$ cat config.mk
export PLATFORM = sky130hd
export DESIGN_NAME = req_coalescer
export DESIGN_NICKNAME = d
export VERILOG_FILES = /design/src/rtl/rc_pkg.sv /design/src/rtl/rc_min_tree.sv /design/src/rtl/rc_packet_former.sv /design/src/rtl/req_coalescer.sv
export SDC_FILE = /design/constraint.sdc
export NUM_CORES = 2
export LEC_CHECK = 0
export ABC_AREA = 1
export ABC_CLOCK_PERIOD_IN_PS = 23600
export BUFFER_PORTS_ARGS = -buffer_cell sky130_fd_sc_hd__buf_2
export CORE_UTILIZATION = 55
export DETAILED_ROUTE_END_ITERATION = 7
export MAX_ROUTING_LAYER = met4
export PLACE_DENSITY = 0.73
export SYNTH_ARGS = -nofsm -noshare
export SYNTH_HDL_FRONTEND = slang
export SYNTH_SLANG_ARGS = --single-unit
$ cat constraint.sdc
create_clock -name clk -period 23.6 [get_ports clk]
set_input_delay 3.54 -clock clk [delete_from_list [all_inputs] [get_ports clk]]
set_output_delay 3.54 -clock clk [all_outputs]
set_load 0.02 [all_outputs]
$ cat src/rtl/rc_pkg.sv
package rc_pkg;
   localparam int RC_NSIZES  = 5;   // 16, 32, 64, 128, 256 bytes
   localparam int RC_WORDLOG = 3;   // requests are 8-byte words
   localparam int RC_REGLOG  = 8;   // packets never cross a 256-byte region

   typedef enum logic [2:0] {
      RC_SZ16  = 3'd0,
      RC_SZ32  = 3'd1,
      RC_SZ64  = 3'd2,
      RC_SZ128 = 3'd3,
      RC_SZ256 = 3'd4
   } rc_size_e;

   typedef enum logic {
      RC_GATHER = 1'b0,
      RC_DRAIN  = 1'b1
   } rc_phase_e;
endpackage

$ cat src/rtl/rc_min_tree.sv
module rc_min_tree #(
   parameter int N = 16,
   parameter int W = 29
) (
   input  logic [N-1:0]   vld,
   input  logic [N*W-1:0] keys,
   output logic           any,
   output logic [W-1:0]   min_key
);
   localparam int NODES = 2*N - 1;

   if (N < 2) begin : g_bad_n
      $error("rc_min_tree: N must be at least 2");
   end

   // heap layout: node i has children 2i+1 and 2i+2, leaves from N-1
   logic [NODES-1:0]        nv;
   logic [NODES-1:0][W-1:0] nk;

   for (genvar j = 0; j < N; j++) begin : g_leaf
      assign nv[N-1+j] = vld[j];
      assign nk[N-1+j] = keys[j*W +: W];
   end

   for (genvar i = 0; i < N-1; i++) begin : g_node
      logic take_r;
      assign take_r = nv[2*i+2] && (!nv[2*i+1] || (nk[2*i+2] < nk[2*i+1]));
      assign nv[i]  = nv[2*i+1] || nv[2*i+2];
      assign nk[i]  = take_r ? nk[2*i+2] : nk[2*i+1];
   end

   assign any     = nv[0];
   assign min_key = nk[0];
endmodule

$ cat src/rtl/rc_packet_former.sv
module rc_packet_former
   import rc_pkg::*;
#(
   parameter int N  = 16,
   parameter int WA = 29
) (
   input  logic [N-1:0]    live,
   input  logic [N*WA-1:0] words,
   input  logic [WA-1:0]   min_word,
   output rc_size_e        size,
   output logic [WA-1:0]   base_word,
   output logic [N-1:0]    members
);
   localparam int RSH = RC_REGLOG - RC_WORDLOG;   // word bits inside a region

   if (WA <= RSH) begin : g_bad_wa
      $error("rc_packet_former: word address narrower than a region");
   end

   logic [RC_NSIZES-1:0][N-1:0] fit;
   logic [RC_NSIZES-1:0]        ok;

   for (genvar j = 0; j < N; j++) begin : g_slot
      logic [WA-1:0] w;
      assign w          = words[j*WA +: WA];
      assign members[j] = live[j] && (w[WA-1:RSH] == min_word[WA-1:RSH]);
      for (genvar k = 0; k < RC_NSIZES; k++) begin : g_sz
         // a block of 16<<k bytes spans 2<<k words
         assign fit[k][j] = !members[j] || ((w >> (k+1)) == (min_word >> (k+1)));
      end
   end

   for (genvar k = 0; k < RC_NSIZES; k++) begin : g_ok
      assign ok[k] = &fit[k];
   end

   always_comb begin
      size = RC_SZ256;
      for (int k = RC_NSIZES-1; k >= 0; k--) begin
         if (ok[k]) size = rc_size_e'(3'(k));
      end
   end

   assign base_word = min_word & ~((WA'(2) << size) - WA'(1));
endmodule

$ cat src/rtl/req_coalescer.sv
module req_coalescer
   import rc_pkg::*;
#(
   parameter int AW       = 32,
   parameter int DEPTH    = 16,
   parameter int TIDW     = 4,
   parameter int TAGW     = 8,
   parameter int TOW      = 12,
   parameter bit PEEK_REG = 1'b0,
   localparam int SW      = $clog2(DEPTH)
) (
   input  logic            clk,
   input  logic            rst_n,
   input  logic [TOW-1:0]  cfg_timeout,
   input  logic            in_valid,
   output logic            in_ready,
   input  logic [TIDW-1:0] in_tid,
   input  logic [TAGW-1:0] in_tag,
   input  logic [AW-1:0]   in_addr,
   output logic            out_valid,
   input  logic            out_ready,
   output logic [AW-1:0]   out_base,
   output logic [2:0]      out_size,
   output logic [DEPTH-1:0] out_members,
   input  logic [SW-1:0]   peek_slot,
   output logic [TIDW-1:0] peek_tid,
   output logic [TAGW-1:0] peek_tag
);
   localparam int WA = AW - RC_WORDLOG;
   localparam int FW = $clog2(DEPTH + 1);

   if (DEPTH < 2 || (1 << SW) != DEPTH) begin : g_bad_depth
      $error("req_coalescer: DEPTH must be a power of two, at least 2");
   end
   if (AW <= RC_REGLOG) begin : g_bad_aw
      $error("req_coalescer: AW too narrow");
   end

   rc_phase_e                    phase;
   logic [FW-1:0]                fill;
   logic [TOW-1:0]               age;
   logic [DEPTH-1:0]             live;
   logic [DEPTH-1:0][WA-1:0]     st_word;
   logic [DEPTH-1:0][TIDW-1:0]   st_tid;
   logic [DEPTH-1:0][TAGW-1:0]   st_tag;

   logic            flush_go, accept, pop, last;
   logic            tree_any;
   logic [WA-1:0]   min_word, base_word;
   rc_size_e        pkt_size;
   logic [DEPTH-1:0] pkt_members;
   logic            unused_lowbits;

   assign unused_lowbits = ^in_addr[RC_WORDLOG-1:0];

   assign flush_go  = (phase == RC_GATHER) &&
                      ((fill == FW'(DEPTH)) || ((fill != '0) && (age >= cfg_timeout)));
   assign in_ready  = (phase == RC_GATHER) && !flush_go;
   assign accept    = in_valid && in_ready;
   assign out_valid = (phase == RC_DRAIN);
   assign pop       = out_valid && out_ready;
   assign last      = pop && ((live & ~pkt_members) == '0);

   always_ff @(posedge clk) begin
      if (!rst_n) begin
         phase <= RC_GATHER;
         fill  <= '0;
         age   <= '0;
      end else if (phase == RC_GATHER) begin
         if (flush_go) begin
            phase <= RC_DRAIN;
         end else begin
            if (accept) fill <= fill + FW'(1);
            if (fill == '0)      age <= '0;
            else if (age != '1)  age <= age + TOW'(1);
         end
      end else if (last) begin
         phase <= RC_GATHER;
         fill  <= '0;
         age   <= '0;
      end
   end

   always_ff @(posedge clk) begin
      if (!rst_n)      live <= '0;
      else if (pop)    live <= live & ~pkt_members;
      else if (accept) live[fill[SW-1:0]] <= 1'b1;
   end

   for (genvar i = 0; i < DEPTH; i++) begin : g_store
      always_ff @(posedge clk) begin
         if (!rst_n) begin
            st_word[i] <= '0;
            st_tid[i]  <= '0;
            st_tag[i]  <= '0;
         end else if (accept && (fill == FW'(i))) begin
            st_word[i] <= in_addr[AW-1:RC_WORDLOG];
            st_tid[i]  <= in_tid;
            st_tag[i]  <= in_tag;
         end
      end
   end

   rc_min_tree #(.N(DEPTH), .W(WA)) u_min (
      .vld     (live),
      .keys    (st_word),
      .any     (tree_any),
      .min_key (min_word)
   );

   rc_packet_former #(.N(DEPTH), .WA(WA)) u_form (
      .live      (live),
      .words     (st_word),
      .min_word  (min_word),
      .size      (pkt_size),
      .base_word (base_word),
      .members   (pkt_members)
   );

   assign out_base    = {base_word, {RC_WORDLOG{1'b0}}};
   assign out_size    = pkt_size;
   assign out_members = pkt_members;

   if (PEEK_REG) begin : g_peek_reg
      always_ff @(posedge clk) begin
         if (!rst_n) begin
            peek_tid <= '0;
            peek_tag <= '0;
         end else begin
            peek_tid <= st_tid[peek_slot];
            peek_tag <= st_tag[peek_slot];
         end
      end
   end else begin : g_peek_comb
      assign peek_tid = st_tid[peek_slot];
      assign peek_tag = st_tag[peek_slot];
   end

   AST_FULL_STALLS: assert property (@(posedge clk) disable iff (!rst_n)
      (fill == FW'(DEPTH)) |-> !in_ready);
   AST_TIMEOUT_FLUSH: assert property (@(posedge clk) disable iff (!rst_n)
      ((phase == RC_GATHER) && (fill != '0) && (age >= cfg_timeout)) |=> out_valid);
   AST_READY_LOW_DRAIN: assert property (@(posedge clk) disable iff (!rst_n)
      out_valid |-> !in_ready);
   AST_ASCENDING: assert property (@(posedge clk) disable iff (!rst_n)
      pop |=> (!out_valid || (out_base > $past(out_base))));
   AST_BASE_ALIGNED: assert property (@(posedge clk) disable iff (!rst_n)
      out_valid |-> ((out_base & ((AW'(16) << out_size) - AW'(1))) == '0));
   AST_MEMBERS_LIVE: assert property (@(posedge clk) disable iff (!rst_n)
      out_valid |-> (tree_any && (out_members != '0) && ((out_members & ~live) == '0)));
   AST_HOLD_PACKET: assert property (@(posedge clk) disable iff (!rst_n)
      (out_valid && !out_ready) |=>
         ($stable(out_base) && $stable(out_size) && $stable(out_members)));
endmodule

# After elaboration in Yosys (flattened, before gate mapping)
# Index checks and enable logic that the tools add are counted.
# word_totals
register_bits	690
output_inout_bits	65
word_cells	411
# classes
add_sub_neg	3
magnitude_cmp	19
eq_ne	99
n_shift	1
mux	39
bitwise	6
reduce_logical	192
# ops
operator	count
$eq 28x28->1	16
$lt 29x29->1	15
$mux 29	15
$eq 27x27->1	16
$eq 26x26->1	16
$eq 25x25->1	16
$eq 24x24->1	16
$logic_or 1x1->1	94
$reduce_and 16->1	4
$mux 12	5
$logic_and 1x1->1	54
$eq 5x4->1 const B	8
$bmux 8 s4	1
$logic_not 1->1	32
$mux 16	2
$and 29x29->29	1
$not 29->29	1
$shl 2x3->29 const A	1
$sub 29x1->29 const B	1
$eq 5x3->1 const B	4
$mux 5	4
$and 16x16->16	1
$bmux 4 s4	1
$logic_not 16->1	1
other kinds (24)	34

# Longest topological paths before layout
# logic_depth
depth_word	29
mapped_depth	83

# Cells and area by module
# From an unflattened synthesis, not the netlist that was laid out.
# unflattened
hier_cells	8520
hier_area_um2	53211.0
# by_module_without_submodules
module	instances	cells_per_inst	area_each_um2
req_coalescer	1	4049	29473.3
rc_min_tree	1	2745	15185.8
rc_packet_former	1	1726	8552.0

# Least setup slack after synthesis
# Ideal clock, no wire load.
# synth_path
path_kind	reg-to-output
start	register st_word[434] in the netlist's numbering
end	output port out_base[8]
arrival_ns	9.198
required_time_ns	20.060
slack_ns	10.862
stages_incl_launch_ff	76
path_buffers	9
cell_sequence	dfxtp_1 -> inv_1 -> ha_1 -> nand2_1 -> nor2_1 -> and2_1 -> nand2_1 -> nor2_1 -> nand2_1 -> nand2_1 -> nand2_1 -> nand2_1 -> clkbuf_1 -> clkbuf_1 -> nand2_1 -> o21ai_0 -> ha_1 -> a21oi_1 -> [40 not listed] -> buf_4 -> nand2_1 -> nand2_1 -> nor2_1 -> nand2_1 -> nor2_1 -> nand3_1 -> nor2_2 -> nand2_1 -> nand4_1 -> nor2_1 -> nand2_1 -> nand3_1 -> ha_1 -> buf_1 -> nand2_1 -> nand2_1 -> nor2_1
# synth_via
elab_chain_len	29
word_cells_on_any_way	204
classes_between	add/sub (1); order compare (4); eq/ne (80); shift (1); mux (8); bitwise (2); reduce/logical (108)
# synth_lines
item	line_no	source
start: declaration	req_coalescer.sv:43	logic [DEPTH-1:0][WA-1:0] st_word;
start signal: indexed assignment	req_coalescer.sv:97	st_word[i] <= in_addr[AW-1:RC_WORDLOG];
$lt 29x29->1	rc_min_tree.sv:27	assign take_r = nv[2*i+2] && (!nv[2*i+1] || (nk[2*i+2] < nk[2*i+1]));
$logic_or 1x1->1	rc_min_tree.sv:27	
$logic_and 1x1->1	rc_min_tree.sv:27	
$mux 29 *	rc_min_tree.sv:29	assign nk[i] = take_r ? nk[2*i+2] : nk[2*i+1];
$lt 29x29->1	rc_min_tree.sv:27	
$logic_or 1x1->1	rc_min_tree.sv:27	
$logic_and 1x1->1	rc_min_tree.sv:27	
$mux 29 *	rc_min_tree.sv:29	
[10 not listed]	n/a	
named net out_members[10]	req_coalescer.sv:24	output logic [DEPTH-1:0] out_members,
[1 not listed]	n/a	
$logic_or 1x1->1	rc_packet_former.sv:29	assign fit[k][j] = !members[j] || ((w >> (k+1)) == (min_word >> (k+1)));
$reduce_and 16->1	rc_packet_former.sv:34	assign ok[k] = &fit[k];
$mux 3 (3 in a row)	rc_packet_former.sv:40	if (ok[k]) size = rc_size_e'(3'(k));
$mux 3 *	rc_packet_former.sv:40	
$shl 2x3->29 *	rc_packet_former.sv:44	assign base_word = min_word & ~((WA'(2) << size) - WA'(1));
$sub 29x1->29 *	rc_packet_former.sv:44	
$not 29->29 *	rc_packet_former.sv:44	
$and 29x29->29 *	rc_packet_former.sv:44	
end: declaration	req_coalescer.sv:22	output logic [AW-1:0] out_base,
# Mark *: on every way through the listed nets, which the timed path passes. The rest lies on a longest branch.

# Worst setup path after layout
# layout_path
start	register st_word[351] in the netlist's numbering
end	output port out_base[12]
# layout_via
elab_chain_len	29
word_cells_on_any_way	204
classes_between	add/sub (1); order compare (4); eq/ne (80); shift (1); mux (8); bitwise (2); reduce/logical (108)
# layout_lines
item	line_no
$lt 29x29->1	rc_min_tree.sv:27
$logic_or 1x1->1	rc_min_tree.sv:27
$logic_and 1x1->1	rc_min_tree.sv:27
$mux 29	rc_min_tree.sv:29
$lt 29x29->1	rc_min_tree.sv:27
$logic_or 1x1->1	rc_min_tree.sv:27
$logic_and 1x1->1	rc_min_tree.sv:27
$mux 29	rc_min_tree.sv:29
[10 not listed]	n/a
$logic_not 1->1, on equally long branches	n/a
$logic_or 1x1->1	rc_packet_former.sv:29
$reduce_and 16->1	rc_packet_former.sv:34
$mux 3 (4 in a row)	rc_packet_former.sv:40
$shl 2x3->29	rc_packet_former.sv:44
$sub 29x1->29	rc_packet_former.sv:44
$not 29->29	rc_packet_former.sv:44
$and 29x29->29 *	rc_packet_former.sv:44
# Every way passes the cells marked *; elsewhere a longest branch is shown, timed or not.

==> impl_metrics.tcl <==
set metrics [dict create \
    path_clk_slew_ps 60 \
    yosysTopAreaCellShare_pct 24.9 \
    clk_latency_ps 710 \
    layout.cells.most_common "nand2_1" \
    status "finished clean" \
    crit_fanout 56 \
    antenna_found_initial 8 \
    hold_class "reg -> reg" \
    hpwl_microns 174000 \
    yosys.area.top_type "dfxtp_1" \
    skew_ps 36.5 \
    port_buffers 121 \
    cts-root-buf "clkbuf_16" \
    drive_above_1_share_pct 5.07 \
    p_total_mw 7.96 \
    vias_per_cell 5.80 \
    critPathKind "reg -> out" \
    ys_async_sr_fraction_pct 0 \
    grt_max_degree 225 \
    final_cell_count_no_fill 10700 \
    cap_violations 0 \
    cts_tree "built" \
    coreArea_sq_mm 0.100 \
    finalSetupViolations 0 \
    post_cts_buffers 0 \
    slew_violations 0 \
    grt_pass1_wl_microns 331000 \
    nNetsFinal 9780 \
    grt_usage_pct 44.1 \
    rows 116 \
    num-fill-cells 9982 \
    synth_edf_count 0 \
    fmax_ghz 0.0479 \
    first_pass_iters 6 \
    ys_warn_count 0 \
    vias 61700 \
    cts_sinks 690 \
    io_pins 129 \
    syn_to_final_growth_pct 6.92 \
    max_slew_margin_pct 20.5 \
    hold_violations 0 \
    synth_cell_type_count 48 \
    p_per_area_mw_per_mm2 134 \
    die_area_sq_mm 0.102 \
    htreeDepth 3 \
    placed_cells 10500 \
    syn_inst 9492 \
    synthTopCellsByArea "dfxtp_1 (25%), nand2_1 (22%), o21ai_0 (11%)" \
    finalSetupTns_ps 0 \
    final_util_pct 59.3 \
    grt_pass1_vias 55500 \
    timing_worst_slew_pin_value_ps 1190 \
    synth_ff_type "dfxtp_1" \
    cts_hold_buf 0 \
    start_kind "flip-flop" \
    place_congestion 1.09 \
    synth.avg_cell_area_sq_um 5.85 \
    crit_slowest_cell "a2111oi_2" \
    syn-cell-area_sq_mm 0.0556 \
    fin_crit_sh_pct 88.4 \
    wl_per_cell_microns 21.2 \
    die_w_microns 320 \
    leakagePower_nw 29.1 \
    worstSetupEndpointType "output pin" \
    overflow 0 \
    final_cell_mix "nand2_1 (3,250), o21ai_0 (1,171), inv_1 (971)" \
    die_h_microns 320 \
    finalWirelength_microns 225000 \
    cts_made_buffers 85 \
    clockBufferDepth 3 \
    grt_setup_unrepaired "false" \
    drt_iter0_drc 6669 \
    period_needed_ps 20870 \
    drc 0 \
    crit_arrival_ps 17330 \
    max_stage_delay_ps 820 \
    ant_nets 0 \
    cts.repair.resized 0 \
    synth-seq-cells 690 \
    yosysSeqAreaShare_pct 24.9 \
    critPathMostFrequentCell "nand2_1" \
    ir_drop_mv 0.0731 \
    cp.required_ps 20060 \
    initial_core_util_pct 55.5 \
]
layer usage:
layer / share of wire, % / global-route usage, %
met5: 0 / -
met4: 8.4 / 32.8
met3: 8.8 / 5.30
met2: 45 / 68.9
met1: 38 / 52.1
worst max-delay path, delay by kind of cell, from the launching register on:
family                     cells  cell delay (ps)
and+or+nand+nor               43             8030
DFF                            1              330
adders and majority gates      5             1960
buffers and inverters         10             2650
AOI/OAI and AO/OA              9             3390
logic make-up after synthesis:
| family | Yosys count | share of synthesized area [%] |
|---|---|---|
| xor+xnor | 26 | 0.410 |
| other cells | 1 | 0.00675 |
| flops | 690 | 24.9 |
| fa+ha+maj | 439 | 9.89 |
| compound gates | 2223 | 20.6 |
| buf+inv | 1468 | 10.6 |
| simple gates | 4645 | 33.7 |
power breakdown:
| group | switching (mW) | leakage [nW] | internal (mW) | total [mW] |
|---|---|---|---|---|
| clock | 0.598 | 1.52 | 0.875 | 1.47 |
| sequential | 0.0534 | 5.57 | 1.23 | 1.28 |
| combinational | 3.89 | 22.0 | 1.31 | 5.20 |
sequential cells by signal (all words and copies together) (netlist names):
| name | flops |
|---|---|
| live | 16 |
| age | 12 |
| st_tag | 128 |
| out_valid | 1 |
| st_tid | 64 |
| st_word | 464 |
| fill | 5 |
metrics by stage:
step | area (sq um) | hold WS, ps | setup WS, ps
final | 59400 | 441 | 2730
after CTS | 59400 | 442 | 3360
after floorplan | 55600 | 420 | 10860
after global routing | 59400 | 456 | 2350
after detailed placement | 56300 | 433 | 4130
after global placement | 56300 | 429 | 4320
cell usage after synthesis, drive strengths merged, types with 3 or more instances:
cell type  instances
a211oi            36
xor2              26
a21o               9
or2               13
dfxtp            690
o22ai              3
o21ai           1180
nand2           3326
ha               439
clkbuf           385
a21oi            942
inv              977
clkinv             3
nand3            322
nand4            113
nor4              10
nor3b              4
a2111oi            3
o221a              5
and2              11
o21a               8
nand3b            16
o221ai            26
nor3              44
buf              103
nor2             782
o21bai             3
o311ai             3
area by class of cell:
type	count	area, sq um	share of cell area [%]
Antenna cell	5	12.5	0.0211
Clock buffer	113	2390	4.03
Clock inverter	45	701	1.18
Inverter	980	3680	6.19
Multi-Input combinational cell	7337	36100	60.7
Sequential cell	690	13800	23.3
Tap cell	1298	1620	2.73
Timing Repair Buffer	183	1100	1.85
path summary, 6_finish.rpt:
| check | slack [ps] | from | cells after the start | end |
|---|---|---|---|---|
| max | 2730 | st_word[351]$_SDFFE_PN0P_ | 67 | out_base[12] |
| min | 440 | st_tag[70]$_SDFFE_PN0P_ | 2 | st_tag[70]$_SDFFE_PN0P_ |
| min reg2reg | 440 | st_tag[70]$_SDFFE_PN0P_ | 2 | st_tag[70]$_SDFFE_PN0P_ |
| max reg2reg | 7160 | st_word[351]$_SDFFE_PN0P_ | 67 | age[1]$_SDFFE_PN0P_ |
Power figures use the tool's default switching activity.
